--- src/rtl/sgw_pkg.sv ---
package sgw_pkg;
  localparam int unsigned DW            = 32;
  localparam int unsigned DESC_WORD_B   = 4;
  localparam int unsigned ST_WORD_IDX   = 3;
  localparam int unsigned ST_OFS        = ST_WORD_IDX * DESC_WORD_B;
  localparam int unsigned CTRL_SOP_BIT  = 27;
  localparam int unsigned CTRL_EOP_BIT  = 26;
  localparam int unsigned ST_DONE_BIT   = 31;
  localparam int unsigned ST_ERR_BIT    = 30;
  localparam int unsigned LAST_RD_IDX   = 2;

  typedef enum logic [2:0] {
    W_WAIT, W_RD_REQ, W_RD_CAP, W_CHECK, W_CMD, W_BUSY, W_WR_ST, W_NEXT
  } walk_st_t;

  // true when a byte length does not fill whole data words
  function automatic logic len_off_grid(input logic [31:0] len, input logic [31:0] wb);
    return (len % wb) != 32'd0;
  endfunction

  // status word built from completion outcome and moved byte count
  function automatic logic [DW-1:0] pack_status(input logic ok, input logic bad,
                                                input logic [31:0] cnt);
    logic [DW-1:0] w;
    w = cnt;
    w[ST_DONE_BIT] = ok;
    w[ST_ERR_BIT]  = bad;
    return w;
  endfunction
endpackage

--- src/rtl/sgw_run_ctl.sv ---
module sgw_run_ctl (
  input  logic clk,
  input  logic rst_n,
  input  logic run_i,
  input  logic pause_i,
  input  logic sw_reset_i,
  input  logic fault_i,
  output logic run_o,
  output logic fault_latched_o
);
  logic run_q, flt_q;

  always_ff @(posedge clk or negedge rst_n) begin
    if (!rst_n) begin
      run_q <= 1'b0;
      flt_q <= 1'b0;
    end else if (sw_reset_i) begin
      run_q <= 1'b0;
      flt_q <= 1'b0;
    end else if (fault_i) begin
      run_q <= 1'b0;
      flt_q <= 1'b1;
    end else if (pause_i) begin
      run_q <= 1'b0;
    end else if (run_i && !flt_q) begin
      run_q <= 1'b1;
    end
  end

  assign run_o           = run_q;
  assign fault_latched_o = flt_q;
endmodule

--- src/rtl/sgw_desc_decode.sv ---
module sgw_desc_decode
  import sgw_pkg::*;
#(
  parameter int unsigned LEN_W      = 23,
  parameter int unsigned WORD_BYTES = 4
) (
  input  logic [DW-1:0]    ctrl_word_i,
  input  logic             is_tail_i,
  output logic [LEN_W-1:0] len_o,
  output logic             sop_o,
  output logic             eop_o,
  output logic             len_bad_o
);
  localparam logic [31:0] WB = 32'(WORD_BYTES);

  assign len_o     = ctrl_word_i[LEN_W-1:0];
  assign sop_o     = ctrl_word_i[CTRL_SOP_BIT];
  assign eop_o     = ctrl_word_i[CTRL_EOP_BIT];
  assign len_bad_o = !is_tail_i && len_off_grid(32'(len_o), WB);
endmodule

--- src/rtl/sgw_walker.sv ---
module sgw_walker
  import sgw_pkg::*;
#(
  parameter int unsigned AW         = 32,
  parameter int unsigned LEN_W      = 23,
  parameter int unsigned WORD_BYTES = 4
) (
  input  logic             clk,
  input  logic             rst_n,
  input  logic             sw_reset_i,
  input  logic             run_i,
  input  logic             cur_we_i,
  input  logic [AW-1:0]    cur_wdata_i,
  input  logic             tail_we_i,
  input  logic [AW-1:0]    tail_wdata_i,
  output logic             mem_req_o,
  output logic             mem_we_o,
  output logic [AW-1:0]    mem_addr_o,
  output logic [DW-1:0]    mem_wdata_o,
  input  logic [DW-1:0]    mem_rdata_i,
  output logic             cmd_valid_o,
  input  logic             cmd_ready_i,
  output logic [AW-1:0]    cmd_addr_o,
  output logic [LEN_W-1:0] cmd_len_o,
  output logic             cmd_sop_o,
  output logic             cmd_eop_o,
  input  logic             rsp_valid_i,
  input  logic             rsp_err_i,
  input  logic [LEN_W-1:0] rsp_bytes_i,
  output logic             at_rest_o,
  output logic             work_pend_o,
  output logic             fault_evt_o,
  output logic             pkt_done_o,
  output logic             strm_ready_o,
  output logic [AW-1:0]    cur_ptr_o
);
  walk_st_t         st_q;
  logic [AW-1:0]    cur_q, tail_q, next_q, buf_q;
  logic [DW-1:0]    ctrl_q;
  logic [1:0]       widx_q;
  logic             cur_done_q, work_pend_q, fin_err_q;
  logic [LEN_W-1:0] fin_bytes_q;

  logic             is_tail, len_bad, dec_sop, dec_eop;
  logic [LEN_W-1:0] dec_len;

  assign is_tail = (cur_q == tail_q);

  sgw_desc_decode #(.LEN_W(LEN_W), .WORD_BYTES(WORD_BYTES)) u_dec (
    .ctrl_word_i (ctrl_q),
    .is_tail_i   (is_tail),
    .len_o       (dec_len),
    .sop_o       (dec_sop),
    .eop_o       (dec_eop),
    .len_bad_o   (len_bad)
  );

  always_ff @(posedge clk or negedge rst_n) begin
    if (!rst_n) begin
      st_q        <= W_WAIT;
      cur_q       <= '0;
      tail_q      <= '0;
      next_q      <= '0;
      buf_q       <= '0;
      ctrl_q      <= '0;
      widx_q      <= '0;
      cur_done_q  <= 1'b0;
      work_pend_q <= 1'b0;
      fin_err_q   <= 1'b0;
      fin_bytes_q <= '0;
    end else begin
      case (st_q)
        W_WAIT: begin
          if (run_i && work_pend_q) begin
            if (cur_done_q) begin
              cur_q      <= next_q;
              cur_done_q <= 1'b0;
            end else begin
              widx_q <= '0;
              st_q   <= W_RD_REQ;
            end
          end
        end
        W_RD_REQ: st_q <= W_RD_CAP;
        W_RD_CAP: begin
          case (widx_q)
            2'd0:    next_q <= mem_rdata_i[AW-1:0];
            2'd1:    buf_q  <= mem_rdata_i[AW-1:0];
            default: ctrl_q <= mem_rdata_i;
          endcase
          if (widx_q == 2'(LAST_RD_IDX)) begin
            st_q <= W_CHECK;
          end else begin
            widx_q <= 2'(widx_q + 2'd1);
            st_q   <= W_RD_REQ;
          end
        end
        W_CHECK: begin
          if (len_bad) begin
            fin_err_q   <= 1'b1;
            fin_bytes_q <= '0;
            st_q        <= W_WR_ST;
          end else begin
            fin_err_q <= 1'b0;
            st_q      <= W_CMD;
          end
        end
        W_CMD: if (cmd_ready_i) st_q <= W_BUSY;
        W_BUSY: begin
          if (rsp_valid_i) begin
            fin_err_q   <= rsp_err_i;
            fin_bytes_q <= rsp_bytes_i;
            st_q        <= W_WR_ST;
          end
        end
        W_WR_ST: st_q <= W_NEXT;
        W_NEXT: begin
          st_q <= W_WAIT;
          if (fin_err_q || is_tail) begin
            cur_done_q <= 1'b1;
            if (!fin_err_q) work_pend_q <= 1'b0;
          end else begin
            cur_q <= next_q;
          end
        end
        default: st_q <= W_WAIT;
      endcase

      if (cur_we_i && !run_i && st_q == W_WAIT) begin
        cur_q      <= cur_wdata_i;
        cur_done_q <= 1'b0;
      end
      if (tail_we_i) begin
        tail_q      <= tail_wdata_i;
        work_pend_q <= 1'b1;
      end
      if (sw_reset_i) begin
        st_q      <= W_WAIT;
        fin_err_q <= 1'b0;
      end
    end
  end

  assign mem_req_o   = (st_q == W_RD_REQ) || (st_q == W_WR_ST);
  assign mem_we_o    = (st_q == W_WR_ST);
  assign mem_addr_o  = cur_q + ((st_q == W_WR_ST) ? AW'(ST_OFS) : AW'({widx_q, 2'b00}));
  assign mem_wdata_o = pack_status(!fin_err_q, fin_err_q, 32'(fin_bytes_q));

  assign cmd_valid_o = (st_q == W_CMD);
  assign cmd_addr_o  = buf_q;
  assign cmd_len_o   = dec_len;
  assign cmd_sop_o   = dec_sop;
  assign cmd_eop_o   = dec_eop;

  assign at_rest_o    = (st_q == W_WAIT);
  assign work_pend_o  = work_pend_q;
  assign fault_evt_o  = (st_q == W_NEXT) && fin_err_q;
  assign pkt_done_o   = (st_q == W_WR_ST) && !fin_err_q && dec_eop;
  assign strm_ready_o = (st_q == W_BUSY);
  assign cur_ptr_o    = cur_q;
endmodule

--- src/rtl/sgw_chain_walker.sv ---
module sgw_chain_walker
  import sgw_pkg::*;
#(
  parameter int unsigned AW         = 32,
  parameter int unsigned LEN_W      = 23,
  parameter int unsigned WORD_BYTES = 4
) (
  input  logic             clk,
  input  logic             rst_n,
  input  logic             cur_ptr_we_i,
  input  logic [AW-1:0]    cur_ptr_wdata_i,
  input  logic             tail_ptr_we_i,
  input  logic [AW-1:0]    tail_ptr_wdata_i,
  input  logic             run_i,
  input  logic             pause_i,
  input  logic             sw_reset_i,
  output logic             halted_o,
  output logic             idle_o,
  output logic             err_o,
  output logic [AW-1:0]    cur_ptr_o,
  output logic             mem_req_o,
  output logic             mem_we_o,
  output logic [AW-1:0]    mem_addr_o,
  output logic [DW-1:0]    mem_wdata_o,
  input  logic [DW-1:0]    mem_rdata_i,
  output logic             cmd_valid_o,
  input  logic             cmd_ready_i,
  output logic [AW-1:0]    cmd_addr_o,
  output logic [LEN_W-1:0] cmd_len_o,
  output logic             cmd_sop_o,
  output logic             cmd_eop_o,
  input  logic             rsp_valid_i,
  input  logic             rsp_err_i,
  input  logic [LEN_W-1:0] rsp_bytes_i,
  output logic             strm_ready_o,
  output logic             pkt_done_o
);
  logic run_q, fault_evt, at_rest, work_pend;

  sgw_run_ctl u_run (
    .clk             (clk),
    .rst_n           (rst_n),
    .run_i           (run_i),
    .pause_i         (pause_i),
    .sw_reset_i      (sw_reset_i),
    .fault_i         (fault_evt),
    .run_o           (run_q),
    .fault_latched_o (err_o)
  );

  sgw_walker #(.AW(AW), .LEN_W(LEN_W), .WORD_BYTES(WORD_BYTES)) u_walk (
    .clk          (clk),
    .rst_n        (rst_n),
    .sw_reset_i   (sw_reset_i),
    .run_i        (run_q),
    .cur_we_i     (cur_ptr_we_i),
    .cur_wdata_i  (cur_ptr_wdata_i),
    .tail_we_i    (tail_ptr_we_i),
    .tail_wdata_i (tail_ptr_wdata_i),
    .mem_req_o    (mem_req_o),
    .mem_we_o     (mem_we_o),
    .mem_addr_o   (mem_addr_o),
    .mem_wdata_o  (mem_wdata_o),
    .mem_rdata_i  (mem_rdata_i),
    .cmd_valid_o  (cmd_valid_o),
    .cmd_ready_i  (cmd_ready_i),
    .cmd_addr_o   (cmd_addr_o),
    .cmd_len_o    (cmd_len_o),
    .cmd_sop_o    (cmd_sop_o),
    .cmd_eop_o    (cmd_eop_o),
    .rsp_valid_i  (rsp_valid_i),
    .rsp_err_i    (rsp_err_i),
    .rsp_bytes_i  (rsp_bytes_i),
    .at_rest_o    (at_rest),
    .work_pend_o  (work_pend),
    .fault_evt_o  (fault_evt),
    .pkt_done_o   (pkt_done_o),
    .strm_ready_o (strm_ready_o),
    .cur_ptr_o    (cur_ptr_o)
  );

  assign halted_o = !run_q && at_rest;
  assign idle_o   = run_q && at_rest && !work_pend;
endmodule

--- config.mk ---
export PLATFORM = sky130hd
export DESIGN_NAME = sgw_chain_walker
export DESIGN_NICKNAME = d
export VERILOG_FILES = /design/src/rtl/sgw_pkg.sv /design/src/rtl/sgw_run_ctl.sv /design/src/rtl/sgw_desc_decode.sv /design/src/rtl/sgw_walker.sv /design/src/rtl/sgw_chain_walker.sv
export SDC_FILE = /design/constraint.sdc
export NUM_CORES = 1
export LEC_CHECK = 0
export CAP_MARGIN = 10
export CORE_UTILIZATION = 30
export CTS_BUF_LIST = sky130_fd_sc_hd__clkbuf_16
export DETAILED_ROUTE_END_ITERATION = 16
export GPL_TIMING_DRIVEN = 0
export SETUP_SLACK_MARGIN = 0.1
export SLEW_MARGIN = 20
export SYNTH_ARGS = -nofsm -noshare
export SYNTH_HDL_FRONTEND = slang
export SYNTH_SLANG_ARGS = --single-unit
--- constraint.sdc ---
create_clock -name clk -period 3.15 [get_ports clk]
set_input_delay 0.63 -clock clk [delete_from_list [all_inputs] [get_ports clk]]
set_output_delay 0.63 -clock clk [all_outputs]
set_load 0.01 [all_outputs]
# Yosys cells after proc, flatten, opt, wreduce, memory -nomap -nowiden
# Cells that the tools add are included.
[totals] register_bits=189 inputBits=129 output_inout_bits=161 word_cells=119
[classes] addsub=2 eq_ne=24 muxes=39 bitwise=1 reduce_logical=40
[ops] op="$mux W32" n=4
[ops] op="$pmux W32 S2" n=1
[ops] op="$mux W23" n=2
[ops] op="$pmux W23 S2" n=1
[ops] op="$add A32 B32 Y32" n=1
[ops] op="$eq A32 B32 Y1" n=1
[ops] op="$reduce_bool A32 Y1" n=1
[ops] op="$pmux W3 S8" n=1
[ops] op="$mux W1" n=16
[ops] op="$mux W3" n=5
[ops] op="$eq A3 B3 Y1 const B" n=4
[ops] op="$reduce_and A4 Y1" n=3
[ops] op="$logic_and A1 B1 Y1" n=11
[ops] op="$mux W2" n=5
[ops] op="$reduce_bool A2 Y1" n=5
[ops] op="$ne A3 B1 Y1 const B" n=3
[ops] op="$ne A3 B3 Y1 const B" n=3
[ops] op="$reduce_and A3 Y1" n=3
[ops] op="$ne A2 B2 Y1 const B" n=4
[ops] op="$reduce_and A2 Y1" n=4
[ops] op="$eq A3 B2 Y1 const B" n=2
[ops] op="$ne A3 B2 Y1 const B" n=2
[ops] op="$reduce_bool A3 Y1" n=2
[ops] op="$logic_not A1 Y1" n=5
[ops] op="14 further kinds" n=17

# Depth between registers and ports, before layout
# Gate-level depths: netlist (run 1).
[logic_depth] depth_word=6 depth_mapped=12 ltp_nobuf=11

# Hierarchy
# A second synthesis (run 1) with hierarchy kept.
[hier_totals] hier_cells=882 hier_area_um2=9868.2
[by_module_without_submodules] mod="sgw_walker" n_inst=1 cells_per_inst=847 area_each_um2=9570.4 seq_area_each_um2=4779.6
[by_module_without_submodules] mod="sgw_desc_decode" n_inst=1 cells_per_inst=26 area_each_um2=197.7 seq_area_each_um2=0.0
[by_module_without_submodules] mod="sgw_run_ctl" n_inst=1 cells_per_inst=7 area_each_um2=81.3 seq_area_each_um2=50.0
[by_module_without_submodules] mod="sgw_chain_walker" n_inst=1 cells_per_inst=2 area_each_um2=18.8 seq_area_each_um2=0.0

# Worst setup path after synthesis (run 1)
# No wires, ideal clock.
[synth_timing] path_type="reg-to-output" startpoint="register u_walk.st_q[0]" endpoint="output port mem_addr_o[28]" t_arrival_ns=2.623 required_ns=2.520 setup_slack_ns=-0.103 stages_incl_launch_ff=13 n_path_buf=2 path_cell_list="dfrtp_1 -> clkbuf_1 -> nor2_1 -> nand2_1 -> nand2_1 -> ha_1 -> fa_1 -> nand3_1 -> or3_1 -> clkbuf_1 -> nor3_2 -> nand3_1 -> xnor2_1"
[synth_via] elab_chain_cells=3
[synth_lines] item="start: declaration" line="sgw_walker.sv:37" rtl="walk_st_t st_q;"
[synth_lines] item="start signal: assignment" line="sgw_walker.sv:60" rtl="st_q <= W_WAIT;"
[synth_lines] item="start signal: assignment" line="sgw_walker.sv:80" rtl="st_q <= W_RD_REQ;"
[synth_lines] item="start signal: assignment" line="sgw_walker.sv:84" rtl="W_RD_REQ: st_q <= W_RD_CAP;"
[synth_lines] item="$eq A3 B3 Y1" line="sgw_walker.sv:146" rtl="assign mem_addr_o = cur_q + ((st_q == W_WR_ST) ? AW'(ST_OFS) : AW'({widx_q, 2'b00}));"
[synth_lines] item="$mux W4" line="sgw_walker.sv:146"
[synth_lines] item="$add A32 B32 Y32" line="sgw_walker.sv:146"
[synth_lines] item="end: declaration" line="sgw_chain_walker.sv:23" rtl="output logic [AW-1:0] mem_addr_o,"
# No other way between the ends.

# Worst setup path after layout (run 1)
[layout_timing] startpoint="register u_walk.st_q[0]" endpoint="output port mem_addr_o[16]"
# The elaborated chain is that of the path after synthesis.

==> flow_summary.json, run 1 <==
{
  "holdPathEnd": "u_walk.next_q[30]",
  "ys_types": 46,
  "hp-class": "reg -> reg",
  "htree_levels": 4,
  "rsz0062_at_grt": "yes",
  "drtIter0Drc": 612,
  "nets": 1355,
  "ant_nets": 0,
  "ir_drop_mv": 0.313,
  "ys_warn_count": 0,
  "routabilityCongestion": 0.825,
  "io_pins": 290,
  "crit_arrival_ns": 2.88,
  "die_h_um": 180,
  "netlist_area_um2": 9460,
  "max_cap_violations": 0,
  "drt_pass1_iterations": 11,
  "min_path_cells": 1,
  "crit_chain": "clkbuf_8 > nor2_4 > nand2_4 > nand2_4 > ha_4 > fa_2 > nand3_4 > or3_4 > buf_8 > buf_4 > buf_6 > nand2b_4 > xnor2_2 > buf_2",
  "drive_gt1_frac": 0.243,
  "clkTransAtPathRegs_ns": 0.07,
  "fin_crit_ns": 3.51,
  "insertion_delay_ns": 0.45,
  "grt_pass1_vias": 8128,
  "wl_um": 31200,
  "start_util": 0.307,
  "synth_most_common_cell": "dfrtp_1",
  "drc": 18,
  "fin_skew_ns": 0.0138,
  "synth_common_cells": "186 x dfrtp_1, 117 x mux2_2, 105 x nand2_1, 63 x o21ai_0, 40 x nand3_1",
  "r2r_start": "u_walk.cur_ptr_o[11]",
  "cpMostUsedCell": "nand2_4",
  "leakage_nw": 6.23,
  "dp_hpwl_um": 23300,
  "utilization": 0.451,
  "syn-instance-count": 883,
  "reg2reg_depth": 6,
  "antenna_found_initial": 4,
  "synth_seq_area_share": 0.492,
  "fp.dieArea_um2": 32200,
  "reg2reg_to": "u_walk.fin_err_q",
  "ys.flop_type": "dfrtp_1",
  "yosysTopAreaCell": "dfrtp_1",
  "grt_pass1_wl_um": 48200,
  "place_area_um2": 12900,
  "min_from": "u_walk.next_q[30]",
  "slowest_stage": "dfrtp_1",
  "clockBufferDepth": 2,
  "grt_usage": 0.195,
  "startpoint_type": "flip-flop",
  "wl_per_cell_um": 19.2,
  "endpoint_kind": "primary output",
  "synth_top_area_frac": 0.492,
  "cts_buffers": 17,
  "synth_area_leaders": "dfrtp_1 49%, mux2_2 14%, nand2_1 4.2%",
  "instances_no_fill": 1631,
  "grt_max_degree": 93,
  "clock_sinks": 186,
  "place_ws_ns": -0.944,
  "path_max_fanout": 3,
  "async_reset_ff_frac": 1.00,
  "synth_edf_count": 0,
  "critPathKind": "reg -> out",
  "cts-root-buf": "clkbuf_16",
  "portBuffers": 281,
  "syn2layout_area_growth_pct": 46.9,
  "status": "finished with violations",
  "core_area_um2": 30800,
  "avgSynthCellArea_um2": 10.7,
  "critPathMaxStageDelay_ns": 0.39,
  "r2r_slack_ns": 0.42,
  "report.final.setup_viol": 15,
  "required_ns": 2.52,
  "worst_slack_ns": -0.359,
  "yosys_register_bits": 186,
  "fp.dieW_um": 180,
  "total_power_w": 0.00636,
  "final_hold_viol_count": 0,
  "dp.cells": 1568,
  "p_per_area_nw_per_um2": 458,
  "tightest_slew_ns": 0.685,
  "rows": 64,
  "num_vias": 7996,
  "tritoncts": "built",
  "finalCritPeriodShare": 1.11,
  "maxSlewHeadroom": 0.543,
  "violations": "DRC, setup timing",
  "max_freq_mhz": 285,
  "grt-ovfl-total": 0,
  "timing_max_transition_violations_final": 0,
  "stdcell_area_um2": 13900,
  "viasPerCell": 4.90
}
[state kept, by name, summed over array words and instances, names as in the netlist, 2 cells and up]
register / flops
u_walk.tail_q: 32
u_walk.next_q: 32
u_walk.fin_bytes_q: 23
u_walk.widx_q: 2
u_walk.st_q: 3
u_walk.cmd_addr_o: 32
u_walk.ctrl_q: 25
u_walk.cur_ptr_o: 32
[worst max-delay path: cells and delay by family (launching register included)]
family | cells | cell delay (ns)
buf+inv | 5 | 0.70
fa+ha+maj | 2 | 0.39
xor+xnor | 1 | 0.12
simple gates | 6 | 0.83
flops | 1 | 0.39
[layout make-up]
type                    instances  area [um2]
multi-input cells             614        4670
clock inverters                13         170
fillers                      2897       16900
plain buffers                  82         450
repair buffers                312        2990
well taps                     396         495
clock buffers                  17         425
inverters                       7        31.3
flip-flops and latches        186        4660
diodes                          4        10.0
[layer usage]
metal  global-route usage  share of wire
met1                0.256           0.45
met2                0.310           0.47
met3               0.0488          0.063
met4               0.0717          0.023
met5                    0              0
[cells in the final DEF, fill, tap and decap left out, drive strengths merged, types with 4 or more instances in the layout]
| cell | instances |
|---|---|
| inv | 10 |
| nor4 | 9 |
| mux2 | 121 |
| a211oi | 33 |
| and4 | 4 |
| xnor2 | 21 |
| buf | 96 |
| a21oi | 8 |
| xor2 | 39 |
| dfrtp | 186 |
| nor2 | 16 |
| or3 | 33 |
| dlygate4sd2 | 4 |
| nand4 | 8 |
| o21ai | 64 |
| conb | 7 |
| clkbuf | 59 |
| clkdlybuf4s50 | 248 |
| nand3 | 40 |
| ha | 5 |
| mux2i | 34 |
| clkinv | 6 |
| and2 | 5 |
| diode | 4 |
| nand2 | 105 |
| nand2b | 4 |
| nor3 | 37 |
| and3 | 6 |
[cells by family after synthesis]
kind of cell	share of synthesized area
compound gates	0.0713
fa+ha+maj	0.00873
flops	0.492
other cells	0.000396
buf+inv	0.0471
mux	0.180
xor+xnor	0.0556
simple gates	0.145
[per-stage QoR]
stage	hold slack, ns	TNS (ns)
after detailed placement	0.464	-12.23
after global placement	0.472	-1283.48
after CTS	0.494	-3.69
after floorplan	0.334	0
after global routing	0.510	-5.37
final	0.492	-3.43
[repair_timing]
| item | 4_1_cts | 5_1_grt |
|---|---|---|
| gates resized for setup | 133 | 33 |
| hold buffers | 1 | 0 |
| hold endpoints to repair | 10 | 0 |
| setup endpoints to repair | 29 | 29 |
| pin swaps | 20 | 12 |
| setup buffers | 24 | 4 |
[how the worst max path moves through the flow]
stage	start	cells past startpoint	slack, ns	end
3_5_place_dp	u_walk.st_q[1]	11	-0.94	mem_addr_o[31]
5_1_grt	u_walk.st_q[0]	14	-0.46	mem_addr_o[28]
3_3_place_gp	rst_n	1	-6.86	u_walk.tail_q[29]
4_1_cts	u_walk.st_q[0]	14	-0.39	mem_addr_o[28]
6_report	u_walk.st_q[0]	14	-0.36	mem_addr_o[16]
2_1_floorplan	u_walk.st_q[0]	12	0.10	mem_addr_o[28]
[report_power, final]
| group | internal [W] | switching [W] | total, W |
|---|---|---|---|
| sequential | 0.00258 | 0.000203 | 0.00279 |
| clock | 0.00125 | 0.000995 | 0.00225 |
| combinational | 0.000690 | 0.000636 | 0.00133 |
(Power assumes the default switching activity.)
==> run 2, diff against run 1 <==
--- a/config.mk
+++ b/config.mk
@@ -8,3 +8,3 @@
 export CAP_MARGIN = 10
-export CORE_UTILIZATION = 30
+export CORE_UTILIZATION = 43
 export CTS_BUF_LIST = sky130_fd_sc_hd__clkbuf_16
@@ -12,2 +12,3 @@
 export GPL_TIMING_DRIVEN = 0
+export PLACE_DENSITY = 0.77
 export SETUP_SLACK_MARGIN = 0.1
==> constraint.sdc (replaced) <==
create_clock -name clk -period 3.15 [get_ports clk]
set_input_delay 0.7875 -clock clk [delete_from_list [all_inputs] [get_ports clk]]
set_output_delay 0.7875 -clock clk [all_outputs]
set_load 0.01 [all_outputs]
==> flow_summary.json, run 2 (same netlist as run 1, synthesis figures left out) <==
{
  "fp.dieW_um": 150,
  "fill_cells": 1672,
  "hold_buffers": 0,
  "max_cap_violations": 0,
  "violations": "setup timing",
  "drive_gt1_frac": 0.244,
  "max_freq_mhz": 274,
  "drtIter0Drc": 570,
  "grt-ovfl-total": 0,
  "drt_pass1_iterations": 7,
  "instances_no_fill": 1508,
  "worst_slack_ns": -0.494,
  "tritoncts": "built",
  "fp.dieArea_um2": 22600,
  "syn2layout_area_growth_pct": 44.4,
  "htree_levels": 4,
  "viasPerCell": 5.35,
  "p_sw_frac": 0.304,
  "slowest_stage": "or3_4",
  "rsz0062_at_grt": "yes",
  "routabilityCongestion": 0.863,
  "path_max_fanout": 4,
  "io_pins": 290,
  "timing_max_transition_violations_final": 0,
  "leakage_nw": 6.14,
  "startpoint_type": "flip-flop",
  "crit_chain": "inv_4 > nor2_4 > nand2_4 > nand2_4 > ha_4 > fa_2 > nand3_4 > or3_4 > buf_8 > nor3_4 > buf_6 > nand3_4 > xnor2_2 > buf_2",
  "maxSlewHeadroom": 0.562,
  "insertion_delay_ns": 0.44,
  "drc": 0,
  "seq_power_share": 0.452,
  "dp_hpwl_um": 21800,
  "intPower_w": 0.00431,
  "dp.cells": 1447,
  "ir_drop_mv": 0.376,
  "p_switching_w": 0.00188,
  "grt_pass1_wl_um": 44600,
  "comb_power_share": 0.210,
  "endpoint_kind": "primary output",
  "nets": 1354,
  "finalCritPeriodShare": 1.16,
  "final_hold_viol_count": 0,
  "rows": 53,
  "total_power_w": 0.00618,
  "core_area_um2": 21300,
  "fin_skew_ns": 0.0111,
  "crit_arrival_ns": 2.86,
  "wl_um": 29600,
  "die_h_um": 150,
  "grt_pass1_vias": 8017,
  "clock_sinks": 186,
  "required_ns": 2.36,
  "final_common_cell": "clkdlybuf4s50_1",
  "cts_buffers": 17,
  "power_frac_clock": 0.338,
  "critPathKind": "reg -> out",
  "status": "finished with violations",
  "clkTransAtPathRegs_ns": 0.08,
  "final_cell_mix": "251 x clkdlybuf4s50_1, 183 x dfrtp_1, 117 x mux2_2, 101 x nand2_1, 63 x o21ai_0",
  "wl_per_cell_um": 19.6,
  "num_vias": 8073,
  "hp-class": "in -> async",
  "portBuffers": 281,
  "tightest_slew_ns": 0.657,
  "ant_nets": 0,
  "p_per_area_nw_per_um2": 453,
  "grt_max_degree": 71,
  "critPathMaxStageDelay_ns": 0.40,
  "clockBufferDepth": 2,
  "start_util": 0.444,
  "grt_usage": 0.261,
  "report.final.setup_viol": 24,
  "cts-root-buf": "clkbuf_16",
  "antenna_found_initial": 0,
  "fin_crit_ns": 3.64
}
## run 2: metrics by stage
step | util | cell area, um2 | hold WS [ns] | setup slack (ns) | TNS [ns]
finish | 0.642 | 13700 | 0.239 | -0.494 | -6.83
global route | 0.642 | 13700 | 0.250 | -0.604 | -9.29
CTS | 0.635 | 13500 | 0.247 | -0.572 | -8.16
detailed placement | 0.601 | 12800 | 0.479 | -0.937 | -12.58
global placement | 0.598 | 12700 | 0.473 | -6.66 | -1246.41
floorplan | - | 9570 | 0.458 | 0.0547 | 0
## run 2: timing repair
action | CTS | global route
setup endpoints to repair | 29 | 28
gates resized for setup | 126 | 41
cloned | 0 | 0
buffers inserted | 16 | 15
pin swaps | 14 | 19
## run 2: per-layer routing
layer | wire length [um] | GRT usage | vias to the layer above | share of wire
met4 | 522 | 0.0793 | 0 | 0.018
met5 | 0 | 0 | - | 0
met3 | 2210 | 0.0664 | 33 | 0.075
li1 | - | - | 3765 | -
met1 | 12500 | 0.348 | 3944 | 0.42
met2 | 14300 | 0.418 | 331 | 0.48
## run 2: area by class of cell
cell class	instances	area (um2)	area share
Clock buffer	17	425	0.0311
Clock inverter	15	130	0.00952
Multi-Input combinational cell	614	4650	0.341
Timing Repair Buffer	312	2980	0.218
Antenna cell	1	2.50	0.000183
Inverter	7	28.8	0.00211
Tap cell	275	344	0.0252
Sequential cell	186	4660	0.341
Buffer	81	438	0.0321
## run 2: worst paths after layout
| path | start | to | slack, ns | cells past startpoint |
|---|---|---|---|---|
| setup / recovery | u_walk.st_q[1] | mem_addr_o[28] | -0.49 | 14 |
| hold / removal | rst_n | u_walk.fin_bytes_q[2] | 0.24 | 1 |
| setup reg to reg | u_walk.cur_ptr_o[11] | u_walk.fin_err_q | 0.46 | 6 |
| hold reg to reg | u_walk.cmd_addr_o[28] | u_walk.cmd_addr_o[28] | 0.49 | 1 |
| max in group asynchronous | rst_n | u_walk.tail_q[14] | 1.85 | 3 |
| min in group clk | u_walk.cmd_addr_o[28] | u_walk.cmd_addr_o[28] | 0.49 | 1 |
## run 2: power groups by stage
stage / clock, W / combinational, W / sequential, W
after global placement: 0 / 0.00129 / 0.00283
after detailed placement: 0 / 0.00132 / 0.00284
after floorplan: 0 / 0.000599 / 0.00280
final: 0.00209 / 0.00130 / 0.00280
after CTS: 0.00211 / 0.00130 / 0.00279
after global routing: 0.00222 / 0.00140 / 0.00282
## run 2: worst max-delay path, delay by kind of cell (launching register included)
family,cells,cell delay (ns)
adders and majority gates,2,0.38
buffers and inverters,4,0.50
xor gates and xnor gates,1,0.16
DFF,1,0.39
and+or+nand+nor,7,0.99
==> run 3, diff against run 2 <==
GPL_TIMING_DRIVEN = default   (was 0)
HOLD_SLACK_MARGIN = 0.06   (was default)
==> flow_summary.json, run 3 (same netlist as run 1, synthesis figures left out) <==
{
  "status": "finished with violations",
  "violations": "setup timing",
  "r2r_slack_ns": 0.37,
  "clock_sinks": 186,
  "wl_um": 28400,
  "grt_pass1_wl_um": 44300,
  "leakage_nw": 6.09,
  "fp.dieW_um": 150,
  "cts_buffers": 17,
  "insertion_delay_ns": 0.44,
  "clkTransAtPathRegs_ns": 0.07,
  "required_ns": 2.36,
  "drc": 0,
  "routabilityCongestion": 0.872,
  "fin_crit_ns": 3.55,
  "fin_hold_ws_ns": 0.372,
  "rsz0062_at_grt": "yes",
  "grt-ovfl-total": 0,
  "endpoint_kind": "primary output",
  "nets": 1313,
  "setup_tns_ns": -3.66,
  "crit_arrival_ns": 2.76,
  "worst_slack_ns": -0.402,
  "max_cap_violations": 0,
  "drive_gt1_frac": 0.243,
  "report.final.setup_viol": 18,
  "grt_usage": 0.258,
  "ant_nets": 0,
  "max_freq_mhz": 282,
  "core_area_um2": 21300,
  "num_vias": 7960,
  "p_per_area_nw_per_um2": 465,
  "viasPerCell": 5.43,
  "power_frac_clock": 0.348,
  "ir_drop_mv": 0.400,
  "fin_skew_ns": 0.0145,
  "rows": 53,
  "die_h_um": 150,
  "final_cell_mix": "251 x clkdlybuf4s50_1, 186 x dfrtp_1, 117 x mux2_2, 99 x nand2_1, 63 x o21ai_0",
  "critPathKind": "reg -> out",
  "finalCritPeriodShare": 1.13,
  "reg2reg_to": "u_walk.cur_ptr_o[27]",
  "maxSlewHeadroom": 0.420,
  "tritoncts": "built",
  "startpoint_type": "flip-flop",
  "intPower_w": 0.00444,
  "dp_hpwl_um": 20700,
  "reg2reg_depth": 7,
  "grt_max_degree": 97,
  "seq_power_share": 0.437,
  "path_max_fanout": 3,
  "syn2layout_area_growth_pct": 43.4,
  "wl_per_cell_um": 19.4,
  "drtIter0Drc": 533,
  "p_sw_frac": 0.297,
  "start_util": 0.444,
  "hp-class": "in -> async",
  "utilization": 0.637,
  "hold_buffers": 0,
  "portBuffers": 282,
  "io_pins": 290,
  "final_hold_viol_count": 0,
  "fp.dieArea_um2": 22600,
  "p_switching_w": 0.00188,
  "grt_pass1_vias": 7969,
  "clockBufferDepth": 2,
  "final_common_cell": "clkdlybuf4s50_1",
  "tightest_slew_ns": 0.867,
  "comb_power_share": 0.215,
  "antenna_found_initial": 0,
  "r2r_start": "u_walk.cur_ptr_o[2]",
  "timing_max_transition_violations_final": 0,
  "htree_levels": 4,
  "drt_pass1_iterations": 5,
  "cts-root-buf": "clkbuf_16"
}
## run 3: changes by cell type in the layout (fill, tap and decap cells not counted), moves of 4 or more
cell | before | now
clkbuf_2 | 4 | 0
buf_2 | 47 | 25
buf_4 | 38 | 59
clkbuf_1 | 33 | 0
buf_12 | 0 | 4
buf_6 | 11 | 7
## run 3: power by group through the flow
stage	registers (W)	clock network [W]	logic (W)
global placement	0.00278	0	0.00137
detailed placement	0.00280	0	0.00139
CTS	0.00275	0.00222	0.00137
global route	0.00278	0.00232	0.00147
floorplan	0.00280	0	0.000599
finish	0.00276	0.00220	0.00136
## run 3: worst max-delay path by stage
stage | from | endpoint | cells after the start
after floorplan | u_walk.st_q[0] | mem_addr_o[28] | 12
after global placement | u_walk.st_q[1] | mem_addr_o[30] | 12
after detailed placement | u_walk.st_q[1] | mem_addr_o[30] | 12
after CTS | u_walk.st_q[1] | mem_addr_o[28] | 14
after global routing | u_walk.st_q[1] | mem_addr_o[22] | 14
final | u_walk.st_q[1] | mem_addr_o[28] | 14
## run 3: through the flow
step           power, W  instance area, um2  worst slack, ns  instances
2_1_floorplan   0.00340                9570           0.0547        889
3_3_place_gp    0.00415               12800           -0.293       1422
3_5_place_dp    0.00419               12800           -0.381       1422
4_1_cts         0.00634               13500           -0.504       1463
5_1_grt         0.00657               13600           -0.497       1466
6_report        0.00631               13600           -0.402       1467
## run 3: worst max-delay path, cell delays in order (launching register included)
cell,delay [ns]
dfrtp_1,0.37
inv_2,0.06
nor2_4,0.12
nand2_4,0.08
nand2_2,0.09
ha_4,0.13
fa_2,0.21
nand3_2,0.08
or3_4,0.37
nor3_4,0.20
buf_6,0.15
buf_6,0.10
nand3_4,0.07
xnor2_2,0.14
buf_2,0.15
## run 3: layer usage
layer	track usage	part of all wire
met1	0.361	0.44
met2	0.401	0.47
met3	0.0530	0.067
met4	0.0773	0.023
met5	0	0
## run 3: final cells by class
cell class	count	area (um2)
multi-input combinational	614	4630
inverter	7	26.3
sequential	186	4650
clock buffer	17	425
tap	275	344
timing repair buffer	352	3300
antenna	1	2.50
clock inverter	15	180
fill	1693	7720
## run 3: what timing repair did
action                     4_1_cts  5_1_grt
resized for setup              101       41
buffers inserted                 9        5
setup endpoints to repair       29       28
pin swaps                       13       12
